[src/rtl/ptp_tc_pkg.sv]
package ptp_tc_pkg;
  localparam int REG_W   = 16;
  localparam int ADDR_W  = 4;
  localparam int SEC_W   = 48;
  localparam int NS_W    = 30;
  localparam int FRAC_W  = 32;
  localparam int INC_W   = 4;
  localparam logic [NS_W-1:0] NS_PER_SEC = 30'd1_000_000_000;

  localparam logic [ADDR_W-1:0] A_CMD    = 4'd0;
  localparam logic [ADDR_W-1:0] A_SSEC0  = 4'd1;
  localparam logic [ADDR_W-1:0] A_SSEC1  = 4'd2;
  localparam logic [ADDR_W-1:0] A_SSEC2  = 4'd3;
  localparam logic [ADDR_W-1:0] A_SNS0   = 4'd4;
  localparam logic [ADDR_W-1:0] A_SNS1   = 4'd5;
  localparam logic [ADDR_W-1:0] A_STEP0  = 4'd6;
  localparam logic [ADDR_W-1:0] A_STEP1  = 4'd7;
  localparam logic [ADDR_W-1:0] A_RATE0  = 4'd8;
  localparam logic [ADDR_W-1:0] A_RATE1  = 4'd9;
  localparam logic [ADDR_W-1:0] A_QSEC0  = 4'd10;
  localparam logic [ADDR_W-1:0] A_QSEC1  = 4'd11;
  localparam logic [ADDR_W-1:0] A_QSEC2  = 4'd12;
  localparam logic [ADDR_W-1:0] A_QNS0   = 4'd13;
  localparam logic [ADDR_W-1:0] A_QNS1   = 4'd14;

  // command word, bit0 = start ... bit5 = nanosecond step
  typedef struct packed {
    logic step_ns;
    logic step_sec;
    logic snap;
    logic load;
    logic stop;
    logic start;
  } cmd_t;
endpackage

[src/rtl/ptp_tc_regs.sv]
module ptp_tc_regs
  import ptp_tc_pkg::*;
#(
  parameter int SEC_WIDTH = SEC_W,
  parameter int NS_WIDTH  = NS_W
) (
  input  logic                  clk,
  input  logic                  rst_n,
  input  logic                  wr,
  input  logic [ADDR_W-1:0]     addr,
  input  logic [REG_W-1:0]      wdata,
  input  logic [SEC_WIDTH-1:0]  live_sec,
  input  logic [NS_WIDTH-1:0]   live_ns,
  input  logic                  running,
  output logic [REG_W-1:0]      rdata,
  output cmd_t                  cmd,
  output logic [SEC_WIDTH-1:0]  stage_sec,
  output logic [NS_WIDTH-1:0]   stage_ns,
  output logic [NS_WIDTH-1:0]   step_mag,
  output logic                  step_add,
  output logic [NS_WIDTH-1:0]   rate_mag,
  output logic                  rate_fast
);
  localparam int HI_W   = NS_WIDTH - REG_W;
  localparam int CMD_W  = $bits(cmd_t);

  cmd_t                 cmd_q, cmd_d;
  logic [SEC_WIDTH-1:0] ssec_q, ssec_d;
  logic [NS_WIDTH-1:0]  sns_q, sns_d;
  logic [NS_WIDTH-1:0]  step_q, step_d;
  logic                 sdir_q, sdir_d;
  logic [NS_WIDTH-1:0]  rate_q, rate_d;
  logic                 rdir_q, rdir_d;
  logic [SEC_WIDTH-1:0] qsec_q, qsec_d;
  logic [NS_WIDTH-1:0]  qns_q, qns_d;

  always_comb begin
    cmd_d  = '0;
    ssec_d = ssec_q;
    sns_d  = sns_q;
    step_d = step_q;
    sdir_d = sdir_q;
    rate_d = rate_q;
    rdir_d = rdir_q;
    qsec_d = qsec_q;
    qns_d  = qns_q;
    if (cmd_q.snap) begin
      qsec_d = live_sec;
      qns_d  = live_ns;
    end
    if (wr) begin
      unique case (addr)
        A_CMD:   cmd_d = cmd_t'(wdata[CMD_W-1:0]);
        A_SSEC0: ssec_d[15:0]  = wdata;
        A_SSEC1: ssec_d[31:16] = wdata;
        A_SSEC2: ssec_d[47:32] = wdata;
        A_SNS0:  sns_d[15:0]   = wdata;
        A_SNS1:  sns_d[NS_WIDTH-1:16] = wdata[HI_W-1:0];
        A_STEP0: step_d[15:0]  = wdata;
        A_STEP1: begin
          step_d[NS_WIDTH-1:16] = wdata[HI_W-1:0];
          sdir_d = wdata[15];
        end
        A_RATE0: rate_d[15:0]  = wdata;
        A_RATE1: begin
          rate_d[NS_WIDTH-1:16] = wdata[HI_W-1:0];
          rdir_d = wdata[15];
        end
        default: ;
      endcase
    end
  end

  always_ff @(posedge clk or negedge rst_n) begin
    if (!rst_n) begin
      cmd_q  <= '0;
      ssec_q <= '0;
      sns_q  <= '0;
      step_q <= '0;
      sdir_q <= 1'b0;
      rate_q <= '0;
      rdir_q <= 1'b0;
      qsec_q <= '0;
      qns_q  <= '0;
    end else begin
      cmd_q  <= cmd_d;
      ssec_q <= ssec_d;
      sns_q  <= sns_d;
      step_q <= step_d;
      sdir_q <= sdir_d;
      rate_q <= rate_d;
      rdir_q <= rdir_d;
      qsec_q <= qsec_d;
      qns_q  <= qns_d;
    end
  end

  always_comb begin
    rdata = '0;
    unique case (addr)
      A_CMD:   rdata = {{(REG_W-1){1'b0}}, running};
      A_SSEC0: rdata = ssec_q[15:0];
      A_SSEC1: rdata = ssec_q[31:16];
      A_SSEC2: rdata = ssec_q[47:32];
      A_SNS0:  rdata = sns_q[15:0];
      A_SNS1:  rdata = {{(REG_W-HI_W){1'b0}}, sns_q[NS_WIDTH-1:16]};
      A_STEP0: rdata = step_q[15:0];
      A_STEP1: rdata = {sdir_q, 1'b0, step_q[NS_WIDTH-1:16]};
      A_RATE0: rdata = rate_q[15:0];
      A_RATE1: rdata = {rdir_q, 1'b0, rate_q[NS_WIDTH-1:16]};
      A_QSEC0: rdata = qsec_q[15:0];
      A_QSEC1: rdata = qsec_q[31:16];
      A_QSEC2: rdata = qsec_q[47:32];
      A_QNS0:  rdata = qns_q[15:0];
      A_QNS1:  rdata = {{(REG_W-HI_W){1'b0}}, qns_q[NS_WIDTH-1:16]};
      default: rdata = '0;
    endcase
  end

  assign cmd       = cmd_q;
  assign stage_sec = ssec_q;
  assign stage_ns  = sns_q;
  assign step_mag  = step_q;
  assign step_add  = sdir_q;
  assign rate_mag  = rate_q;
  assign rate_fast = rdir_q;

  // snapshot holds the live time present at the acting edge
  a_r5_snapshot: assert property (@(posedge clk) disable iff (!rst_n)
    cmd_q.snap |=> (qsec_q == $past(live_sec)) && (qns_q == $past(live_ns)));

  // a pending command lasts one cycle unless rewritten
  a_r9_self_clear: assert property (@(posedge clk) disable iff (!rst_n)
    ((cmd_q != '0) && !(wr && addr == A_CMD)) |=> (cmd_q == '0));
endmodule

[src/rtl/ptp_tc_rate.sv]
module ptp_tc_rate
  import ptp_tc_pkg::*;
#(
  parameter int MAG_WIDTH = NS_W,
  parameter int ACC_WIDTH = FRAC_W,
  parameter int NOM_INC   = 8
) (
  input  logic                 clk,
  input  logic                 rst_n,
  input  logic                 running,
  input  logic [MAG_WIDTH-1:0] rate_mag,
  input  logic                 rate_fast,
  output logic [INC_W-1:0]     inc
);
  localparam logic [INC_W-1:0] INC_NOM  = INC_W'(NOM_INC);
  localparam logic [INC_W-1:0] INC_FAST = INC_W'(NOM_INC + 1);
  localparam logic [INC_W-1:0] INC_SLOW = INC_W'(NOM_INC - 1);

  logic [ACC_WIDTH-1:0] acc_q, acc_d;
  logic [ACC_WIDTH:0]   sum;
  logic                 carry;

  always_comb begin
    sum   = {1'b0, acc_q} + (ACC_WIDTH+1)'(rate_mag);
    carry = running & sum[ACC_WIDTH];
    acc_d = running ? sum[ACC_WIDTH-1:0] : acc_q;
    if (carry) inc = rate_fast ? INC_FAST : INC_SLOW;
    else       inc = INC_NOM;
  end

  always_ff @(posedge clk or negedge rst_n) begin
    if (!rst_n) acc_q <= '0;
    else        acc_q <= acc_d;
  end

  // per-tick increment stays within one nanosecond of nominal
  a_r8_inc_range: assert property (@(posedge clk) disable iff (!rst_n)
    (inc == INC_NOM) || (inc == INC_FAST) || (inc == INC_SLOW));

  // a zero trim never alters the tick
  a_r8_zero_trim: assert property (@(posedge clk) disable iff (!rst_n)
    (rate_mag == '0) |-> (inc == INC_NOM));
endmodule

[src/rtl/ptp_tc_core.sv]
module ptp_tc_core
  import ptp_tc_pkg::*;
#(
  parameter int SEC_WIDTH = SEC_W,
  parameter int NS_WIDTH  = NS_W
) (
  input  logic                 clk,
  input  logic                 rst_n,
  input  cmd_t                 cmd,
  input  logic [SEC_WIDTH-1:0] stage_sec,
  input  logic [NS_WIDTH-1:0]  stage_ns,
  input  logic [NS_WIDTH-1:0]  step_mag,
  input  logic                 step_add,
  input  logic [INC_W-1:0]     inc,
  output logic [SEC_WIDTH-1:0] sec,
  output logic [NS_WIDTH-1:0]  ns,
  output logic                 running
);
  localparam int SUM_W = NS_WIDTH + 1;

  logic [SEC_WIDTH-1:0] sec_q, sec_d, mag_ext, sec_adj;
  logic [NS_WIDTH-1:0]  ns_q, ns_d;
  logic                 run_q, run_d;
  logic [SUM_W-1:0]     ns_sum;
  logic                 wrap;

  always_comb begin
    run_d = run_q;
    if (cmd.start) run_d = 1'b1;
    if (cmd.stop)  run_d = 1'b0;

    if (cmd.step_ns)
      ns_sum = {1'b0, ns_q} + {1'b0, step_mag};
    else if (run_q)
      ns_sum = {1'b0, ns_q} + SUM_W'(inc);
    else
      ns_sum = {1'b0, ns_q};
    wrap = ns_sum >= {1'b0, NS_PER_SEC};

    mag_ext = SEC_WIDTH'(step_mag);
    if (cmd.step_sec) sec_adj = step_add ? mag_ext : (~mag_ext + 1'b1);
    else              sec_adj = '0;

    if (cmd.load) begin
      sec_d = stage_sec;
      ns_d  = stage_ns;
    end else begin
      sec_d = sec_q + SEC_WIDTH'(wrap) + sec_adj;
      ns_d  = wrap ? NS_WIDTH'(ns_sum - {1'b0, NS_PER_SEC}) : ns_sum[NS_WIDTH-1:0];
    end
  end

  always_ff @(posedge clk or negedge rst_n) begin
    if (!rst_n) begin
      sec_q <= '0;
      ns_q  <= '0;
      run_q <= 1'b0;
    end else begin
      sec_q <= sec_d;
      ns_q  <= ns_d;
      run_q <= run_d;
    end
  end

  assign sec     = sec_q;
  assign ns      = ns_q;
  assign running = run_q;

  // load copies the staged time
  a_r4_load: assert property (@(posedge clk) disable iff (!rst_n)
    cmd.load |=> (sec_q == $past(stage_sec)) && (ns_q == $past(stage_ns)));

  // idle and stopped means the time holds
  a_r2_hold: assert property (@(posedge clk) disable iff (!rst_n)
    (!run_q && cmd == '0) |=> ($stable(sec_q) && $stable(ns_q)));

  // stop command leaves the counter stopped
  a_r2_stop: assert property (@(posedge clk) disable iff (!rst_n)
    cmd.stop |=> !run_q);

  // nanoseconds stay below one billion
  a_r3_ns_range: assert property (@(posedge clk) disable iff (!rst_n)
    (!cmd.load && ns_q < NS_PER_SEC && step_mag < NS_PER_SEC) |=> (ns_q < NS_PER_SEC));
endmodule

[src/rtl/ptp_time_counter.sv]
module ptp_time_counter
  import ptp_tc_pkg::*;
#(
  parameter int NOM_INC = 8
) (
  input  logic              clk,
  input  logic              rst_n,
  input  logic              reg_wr,
  input  logic [ADDR_W-1:0] reg_addr,
  input  logic [REG_W-1:0]  reg_wdata,
  output logic [REG_W-1:0]  reg_rdata,
  output logic [SEC_W-1:0]  time_sec,
  output logic [NS_W-1:0]   time_ns
);
  cmd_t             cmd;
  logic [SEC_W-1:0] stage_sec;
  logic [NS_W-1:0]  stage_ns, step_mag, rate_mag;
  logic             step_add, rate_fast, running;
  logic [INC_W-1:0] inc;

  ptp_tc_regs #(.SEC_WIDTH(SEC_W), .NS_WIDTH(NS_W)) u_regs (
    .clk(clk), .rst_n(rst_n), .wr(reg_wr), .addr(reg_addr), .wdata(reg_wdata),
    .live_sec(time_sec), .live_ns(time_ns), .running(running), .rdata(reg_rdata),
    .cmd(cmd), .stage_sec(stage_sec), .stage_ns(stage_ns), .step_mag(step_mag),
    .step_add(step_add), .rate_mag(rate_mag), .rate_fast(rate_fast)
  );

  ptp_tc_rate #(.MAG_WIDTH(NS_W), .ACC_WIDTH(FRAC_W), .NOM_INC(NOM_INC)) u_rate (
    .clk(clk), .rst_n(rst_n), .running(running), .rate_mag(rate_mag),
    .rate_fast(rate_fast), .inc(inc)
  );

  ptp_tc_core #(.SEC_WIDTH(SEC_W), .NS_WIDTH(NS_W)) u_core (
    .clk(clk), .rst_n(rst_n), .cmd(cmd), .stage_sec(stage_sec), .stage_ns(stage_ns),
    .step_mag(step_mag), .step_add(step_add), .inc(inc), .sec(time_sec),
    .ns(time_ns), .running(running)
  );
endmodule

[config.mk]
export PLATFORM = sky130hd
export DESIGN_NAME = ptp_time_counter
export DESIGN_NICKNAME = d
export VERILOG_FILES = /design/src/rtl/ptp_tc_pkg.sv /design/src/rtl/ptp_tc_regs.sv /design/src/rtl/ptp_tc_rate.sv /design/src/rtl/ptp_tc_core.sv /design/src/rtl/ptp_time_counter.sv
export SDC_FILE = /design/constraint.sdc
export NUM_CORES = 1
export LEC_CHECK = 0
export BUFFER_PORTS_ARGS = -buffer_cell sky130_fd_sc_hd__buf_2
export CAP_MARGIN = 20
export CORE_MARGIN = 4
export CORE_UTILIZATION = 62
export CTS_CLUSTER_DIAMETER = 40
export DETAILED_ROUTE_END_ITERATION = 10
export HOLD_SLACK_MARGIN = 0.15
export PLACE_DENSITY = 0.87
export RECOVER_POWER = 50
export SLEW_MARGIN = 20
export SYNTH_ARGS = -nofsm -noshare
export SYNTH_HDL_FRONTEND = slang
export SYNTH_SLANG_ARGS = --single-unit
[constraint.sdc]
create_clock -name clk -period 9.1 [get_ports clk]
set_clock_uncertainty 0.05 [all_clocks]
set_input_delay 0.91 -clock clk [delete_from_list [all_inputs] [get_ports clk]]
set_output_delay 0.91 -clock clk [all_outputs]
set_load 0.005 [all_outputs]
==> results.py, run 1 <==
metrics = {
    "timing": {
        "layout_min_cycle_time_ps": 8760,
        "fin_ws_ps": 344,
        "fmax_mhz": 114,
        "maxSlewViolCount": 326,
        "setup_violations": 0,
        "tns_ps": 0,
        "maxSlewHeadroom_pct": -293,
        "finalHoldViolCount": 0,
        "worstMarginPinSlew_ps": 5900,
        "fin_crit_sh_pct": 96.2,
    },
    "routing": {
        "route.detailed.wl_per_inst_um": 30.0,
        "drtPass1Iterations": 6,
        "wirelength_um": 86200,
        "drt-initial-drc-count": 2601,
        "drc": 0,
        "ant_nets": 0,
        "vias": 20731,
        "routed_via_density": 7.22,
    },
    "setup_path": {
        "start_kind": "register",
        "r2r_start": "u_regs.rate_mag[5]",
        "ff2ff_path_depth": 37,
        "critical_path.max_fanout": 5,
        "endpoint_kind": "register",
        "critPathArrivalTime_ps": 9120,
        "ff2ff_setup_slack_ps": 340,
        "cp_slowest_stage_delay_ps": 520,
        "worstSetupPathType": "register to register",
        "r2r_end": "u_core.sec[46]",
        "crit_path_frequent_cell": "o21ai_0",
        "critPathSlowestCell": "a311oi_1",
        "crit_required_ps": 9460,
    },
    "placed_design": {
        "pre_cts_ws_ps": 93.7,
        "io_buffers": 116,
        "gp_congestion": 1.06,
        "dp_hpwl_um": 62400,
    },
    "finish": {
        "num-fill-cells": 2620,
        "nets": 2517,
        "syn_to_final_growth_pct": 13.3,
        "fin_util_pct": 71.8,
        "most-common-layout-cells": "dfrtp_1 (333), mux2_2 (252), nand2_1 (185), a21oi_1 (133), o21ai_0 (128)",
        "layout_commonest_cell": "dfrtp_1",
        "drive_above_1_share_pct": 22.2,
    },
    "logic_synthesis": {
        "synth_fp_nets": 2409,
        "yosys.area.top_type": "dfrtp_1",
        "synthCells": 2270,
        "netlist_area_mm2": 0.0221,
        "synth_area_leaders": "dfrtp_1 (38%), mux2_2 (13%), ha_1 (6.3%), nand2_1 (3.1%), a21oi_1 (3.1%)",
        "synth-async-reset-ratio_pct": 100,
        "yosys.area.top_type_share_pct": 37.9,
        "synth_seq_cells": 335,
        "synth.avg_cell_area_um2": 9.74,
        "yosysSeqAreaShare_pct": 37.9,
        "ys_warn_count": 0,
        "synth_edf_count": 0,
        "synthDistinctLibCells": 93,
        "ys.flop_type": "dfrtp_1",
    },
    "outcome": {
        "status": "finished, violations left",
        "violations": "max-capacitance violations, max-slew violations",
    },
    "power": {
        "p_leak_nw": 11.2,
        "netSwitchingPower_mw": 3.38,
        "ir_worst_vdd_mv": 0.255,
        "seqPwrFrac_pct": 34.6,
        "p_int_mw": 4.55,
        "p_comb_share_pct": 40.8,
        "power_density_mw_per_mm2": 317,
        "power_frac_clock_pct": 24.6,
        "switching_share_pct": 42.6,
    },
    "floorplanning": {
        "die_h_um": 197,
        "start_util_pct": 63.4,
        "rows": 68,
        "dieWidth_um": 197,
        "dieArea_mm2": 0.0387,
        "core_mm2": 0.0349,
        "boundaryPins": 117,
    },
    "cts": {
        "cts_max_level": 2,
        "clkTransAtPathRegs_ps": 60,
        "cts.sinks": 335,
        "clk_latency_ps": 590,
        "root_buffer": "clkbuf_16",
        "clockBufferDepth": 3,
        "cts_buffers": 46,
        "cts_tree": "done",
    },
    "worst_hold_path": {
        "min_from": "u_regs.cmd[1]",
        "min_path_cells": 1,
        "hold_end": "u_core.running",
        "worstHoldPathType": "register to register",
    },
    "global_routing": {
        "overflow": 0,
        "antenna_found_initial": 4,
        "track_usage_pct": 43.9,
        "grt_first_pass_wirelength_um": 128000,
        "use_met2_pct": 64.6,
        "busiest_layer": "met2",
        "globalRouteMet1Util_pct": 56.7,
        "grt_pass1_vias": 20033,
        "grt_max_degree": 110,
        "grt_use_met3_pct": 12.0,
    },
    "job": {
        "cap_violations": 4,
    },
}
how the worst max path moves through the flow:
stage                       start             end  slack, ps  depth (start not counted)
2_1_floorplan  u_regs.rate_mag[0]  u_core.sec[46]       1030                         36
3_5_place_dp   u_regs.rate_mag[0]  u_core.sec[46]         90                         38
5_1_grt        u_regs.rate_mag[3]  u_core.sec[44]        -90                         37
3_3_place_gp   u_regs.rate_mag[0]  u_core.sec[46]        330                         38
4_1_cts        u_regs.rate_mag[0]  u_core.sec[46]         50                         37
6_report       u_regs.rate_mag[5]  u_core.sec[46]        340                         37
timing repair:
item                                    4_1_cts  5_1_grt
hold buffers                                  0        0
setup buffers                                 0        3
resized for setup                             1       31
pin swaps                                     0        4
gates cloned                                  0        0
endpoints found under the setup margin        2       17
registers in the layout, indices dropped and copies added (netlist names), 30 cells and up:
name              flops
u_regs.qsec_q        48
u_regs.qns_q         30
u_regs.stage_ns      30
u_regs.step_mag      30
u_rate.acc_q         32
u_regs.stage_sec     48
u_regs.rate_mag      30
u_core.ns            30
u_core.sec           48
synth_stat cells, types with 18 or more instances:
library cell,n
dfrtp_1,335
mux2_2,254
nand2_1,185
a21oi_1,137
o21ai_0,133
ha_1,111
nor2_1,105
clkbuf_1,80
a22oi_1,66
nor3_1,63
inv_1,60
xnor2_1,57
xor2_1,54
a21o_1,53
nand3_1,45
nand2b_1,41
nand4_1,34
and2_1,33
a221oi_1,32
a31oi_1,23
and3_1,22
a21boi_0,20
a211oi_1,19
or3_1,19
a22o_1,18
nor2b_1,18
o211ai_1,18
layout make-up:
class	instances	area, µm²	share of cell area (%)
diodes	4	10.0	0.0400
clock buffers	61	1350	5.38
clock inverters	23	324	1.29
inverters	62	233	0.929
multi-input cells	1771	13300	53.1
flip-flops and latches	335	8390	33.5
well taps	455	569	2.27
repair buffers	162	882	3.52
through the flow:
stage	area [µm²]	total power [mW]	hold WS, ps	instances
2_1_floorplan	22100	4.55	328	2270
6_report	25100	7.93	362	2873
4_1_cts	24900	7.76	354	2865
3_3_place_gp	23200	5.66	331	2781
5_1_grt	25000	8.29	371	2869
3_5_place_dp	23200	5.78	353	2781
per-layer routing:
metal	up-vias	share of wire [%]
met3	445	12
met4	4	8.6
met1	10061	36
met5	-	0.030
met2	1489	43
li1	8732	-
power groups by stage:
stage / sequential (mW) / combinational (mW) / clock (mW)
final: 2.74 / 3.24 / 1.95
after global placement: 2.66 / 3.00 / 0
after floorplan: 2.30 / 2.25 / 0
after global routing: 2.73 / 3.54 / 2.03
after CTS: 2.67 / 3.14 / 1.95
after detailed placement: 2.68 / 3.10 / 0
critical path: cells and delay by family, from the launching register on:
kind | cells | cell delay (ps)
buf+inv | 3 | 410
simple gates | 6 | 1100
flops | 1 | 410
fa+ha+maj | 5 | 1920
xor+xnor | 2 | 330
mux | 1 | 220
compound gates | 20 | 4100
logic make-up (layout without fill, tap and decap cells):
family | Yosys count | count (layout) | synth area share (%)
other cells | 0 | 4 | 0
mux | 268 | 268 | 13.6
fa+ha+maj | 117 | 117 | 6.78
buf+inv | 164 | 308 | 2.88
compound gates | 657 | 657 | 20.4
simple gates | 618 | 618 | 14.0
xor+xnor | 111 | 111 | 4.40
flops | 335 | 335 | 37.9
(Power assumes the default switching activity.)
==> run 2: changes to the inputs <==
- PLACE_DENSITY: 0.87 -> 0.78
==> results.py, run 2 (synthesized netlist as in run 1, its figures left out) <==
metrics = {
    "routing": {
        "drtPass1Iterations": 9,
        "routed_via_density": 7.26,
        "ant_nets": 0,
        "route.detailed.wl_per_inst_um": 30.1,
        "vias": 21010,
        "wirelength_um": 87200,
        "drt-initial-drc-count": 2585,
        "drc": 0,
    },
    "global_routing": {
        "grt_use_met3_pct": 14.1,
        "use_met2_pct": 63.8,
        "globalRouteMet1Util_pct": 56.5,
        "grt_first_pass_wirelength_um": 129000,
        "busiest_layer": "met2",
        "overflow": 0,
        "grt_max_degree": 96,
        "antenna_found_initial": 5,
        "grt_pass1_vias": 20169,
        "track_usage_pct": 44.2,
    },
    "setup_path": {
        "r2r_end": "u_core.sec[44]",
        "r2r_start": "u_regs.rate_mag[0]",
        "endpoint": "u_core.sec[44]",
        "endpoint_kind": "register",
        "worstSetupPathType": "register to register",
        "ff2ff_path_depth": 40,
        "ff2ff_setup_slack_ps": 400,
        "critPathArrivalTime_ps": 9110,
        "critical_path.max_fanout": 5,
        "critPathSlowestCell": "or4_1",
        "start_kind": "register",
        "crit_start": "u_regs.rate_mag[0]",
        "crit_required_ps": 9510,
        "cp_slowest_stage_delay_ps": 440,
    },
    "finish": {
        "layout_commonest_cell": "dfrtp_1",
        "fin_util_pct": 72.3,
        "num-fill-cells": 2521,
        "fin_cells": 2894,
        "most-common-layout-cells": "dfrtp_1 (333), mux2_2 (252), nand2_1 (185), a21oi_1 (134), o21ai_0 (129)",
        "final_cell_area_mm2": 0.0252,
        "drive_above_1_share_pct": 23.7,
        "syn_to_final_growth_pct": 14.1,
        "nets": 2534,
    },
    "outcome": {
        "violations": "max-capacitance violations, max-slew violations",
        "status": "finished, violations left",
    },
    "timing": {
        "setup_violations": 0,
        "maxSlewViolCount": 370,
        "fin_ws_ps": 396,
        "worstMarginPinSlew_ps": 5170,
        "layout_min_cycle_time_ps": 8700,
        "fmax_mhz": 115,
        "maxSlewHeadroom_pct": -245,
        "fin_crit_sh_pct": 95.6,
        "finalHoldViolCount": 0,
    },
    "cts": {
        "clkTransAtPathRegs_ps": 60,
        "cts_hold_buf": 0,
        "cts_buffers": 50,
        "root_buffer": "clkbuf_16",
        "cts_max_level": 2,
        "cts.sinks": 335,
        "clockBufferDepth": 3,
        "clk_latency_ps": 630,
        "cts_tree": "done",
    },
    "floorplanning": {
        "rows": 68,
        "die_h_um": 197,
        "start_util_pct": 63.4,
        "dieArea_mm2": 0.0387,
        "core_mm2": 0.0349,
        "dieWidth_um": 197,
        "boundaryPins": 117,
    },
    "placed_design": {
        "placedCellCount": 2794,
        "gp_congestion": 1.11,
        "dpl_cell_area_mm2": 0.0233,
        "io_buffers": 116,
        "dp_hpwl_um": 62700,
        "pre_cts_ws_ps": -94.5,
    },
    "power": {
        "ir_worst_vdd_mv": 0.253,
        "power_mw": 8.03,
        "p_leak_nw": 11.4,
        "power_density_mw_per_mm2": 318,
    },
    "worst_hold_path": {
        "worstHoldPathType": "register to register",
    },
    "job": {
        "cap_violations": 5,
    },
}
==> run 2: cell types whose count changed in the layout (fill, tap and decap cells not counted), moves of 5 or more <==
cell / delta
clkinv_2: +5
buf_4: +13
clkbuf_8: -10
buf_2: +23
clkbuf_1: -19
==> run 2: what timing repair did <==
item                       4_1_cts  5_1_grt
setup buffers                    0        4
gates cloned                     0        0
resized for setup                4       24
pin swaps                        0        5
setup endpoints to repair        4       20
==> run 2: how the worst min path moves through the flow <==
stage | start | end | slack [ps] | depth (start not counted)
floorplan | u_regs.cmd[1] | u_core.running | 330 | 1
global placement | u_regs.cmd[1] | u_core.running | 340 | 1
detailed placement | u_regs.cmd[1] | u_core.running | 340 | 1
CTS | rst_n | u_regs.stage_sec[9] | 280 | 1
global route | u_regs.cmd[1] | u_core.running | 360 | 1
finish | u_regs.cmd[1] | u_core.running | 350 | 1
==> run 2: layer usage <==
layer,share of wire (%),up-vias
li1,-,8775
met1,36,10238
met2,42,1545
met3,13,450
met4,9.3,2
met5,0.015,-
==> run 2: metrics by stage <==
step	hold slack [ps]	TNS, ps
after floorplan	328	0
after global placement	336	0
after detailed placement	342	-149
after CTS	282	0
after global routing	356	-20.9
final	350	0
==> run 2: final cells by class <==
class / count / area [µm²] / area share [%]
multi-input cells: 1771 / 13300 / 52.6
flip-flops and latches: 335 / 8390 / 33.2
clock buffers: 58 / 1300 / 5.16
repair buffers: 175 / 1010 / 4.00
well taps: 455 / 569 / 2.26
clock inverters: 35 / 444 / 1.76
inverters: 62 / 233 / 0.922
diodes: 3 / 7.51 / 0.0298
==> run 2: power breakdown <==
group | internal [mW] | leakage (nW) | total [mW] | switching (mW)
Combinational | 1.43 | 6.44 | 3.27 | 1.84
Clock | 1.21 | 0.849 | 2.02 | 0.817
Sequential | 1.95 | 4.15 | 2.74 | 0.788
Total | 4.58 | 11.4 | 8.03 | 3.45
==> run 2: critical path: cells and delay by family (launching register included) <==
kind / cells / cell delay [ps]
flops: 1 / 400
fa+ha+maj: 8 / 2270
buf+inv: 5 / 570
simple gates: 4 / 790
compound gates: 21 / 4160
xor+xnor: 1 / 180
mux: 1 / 120
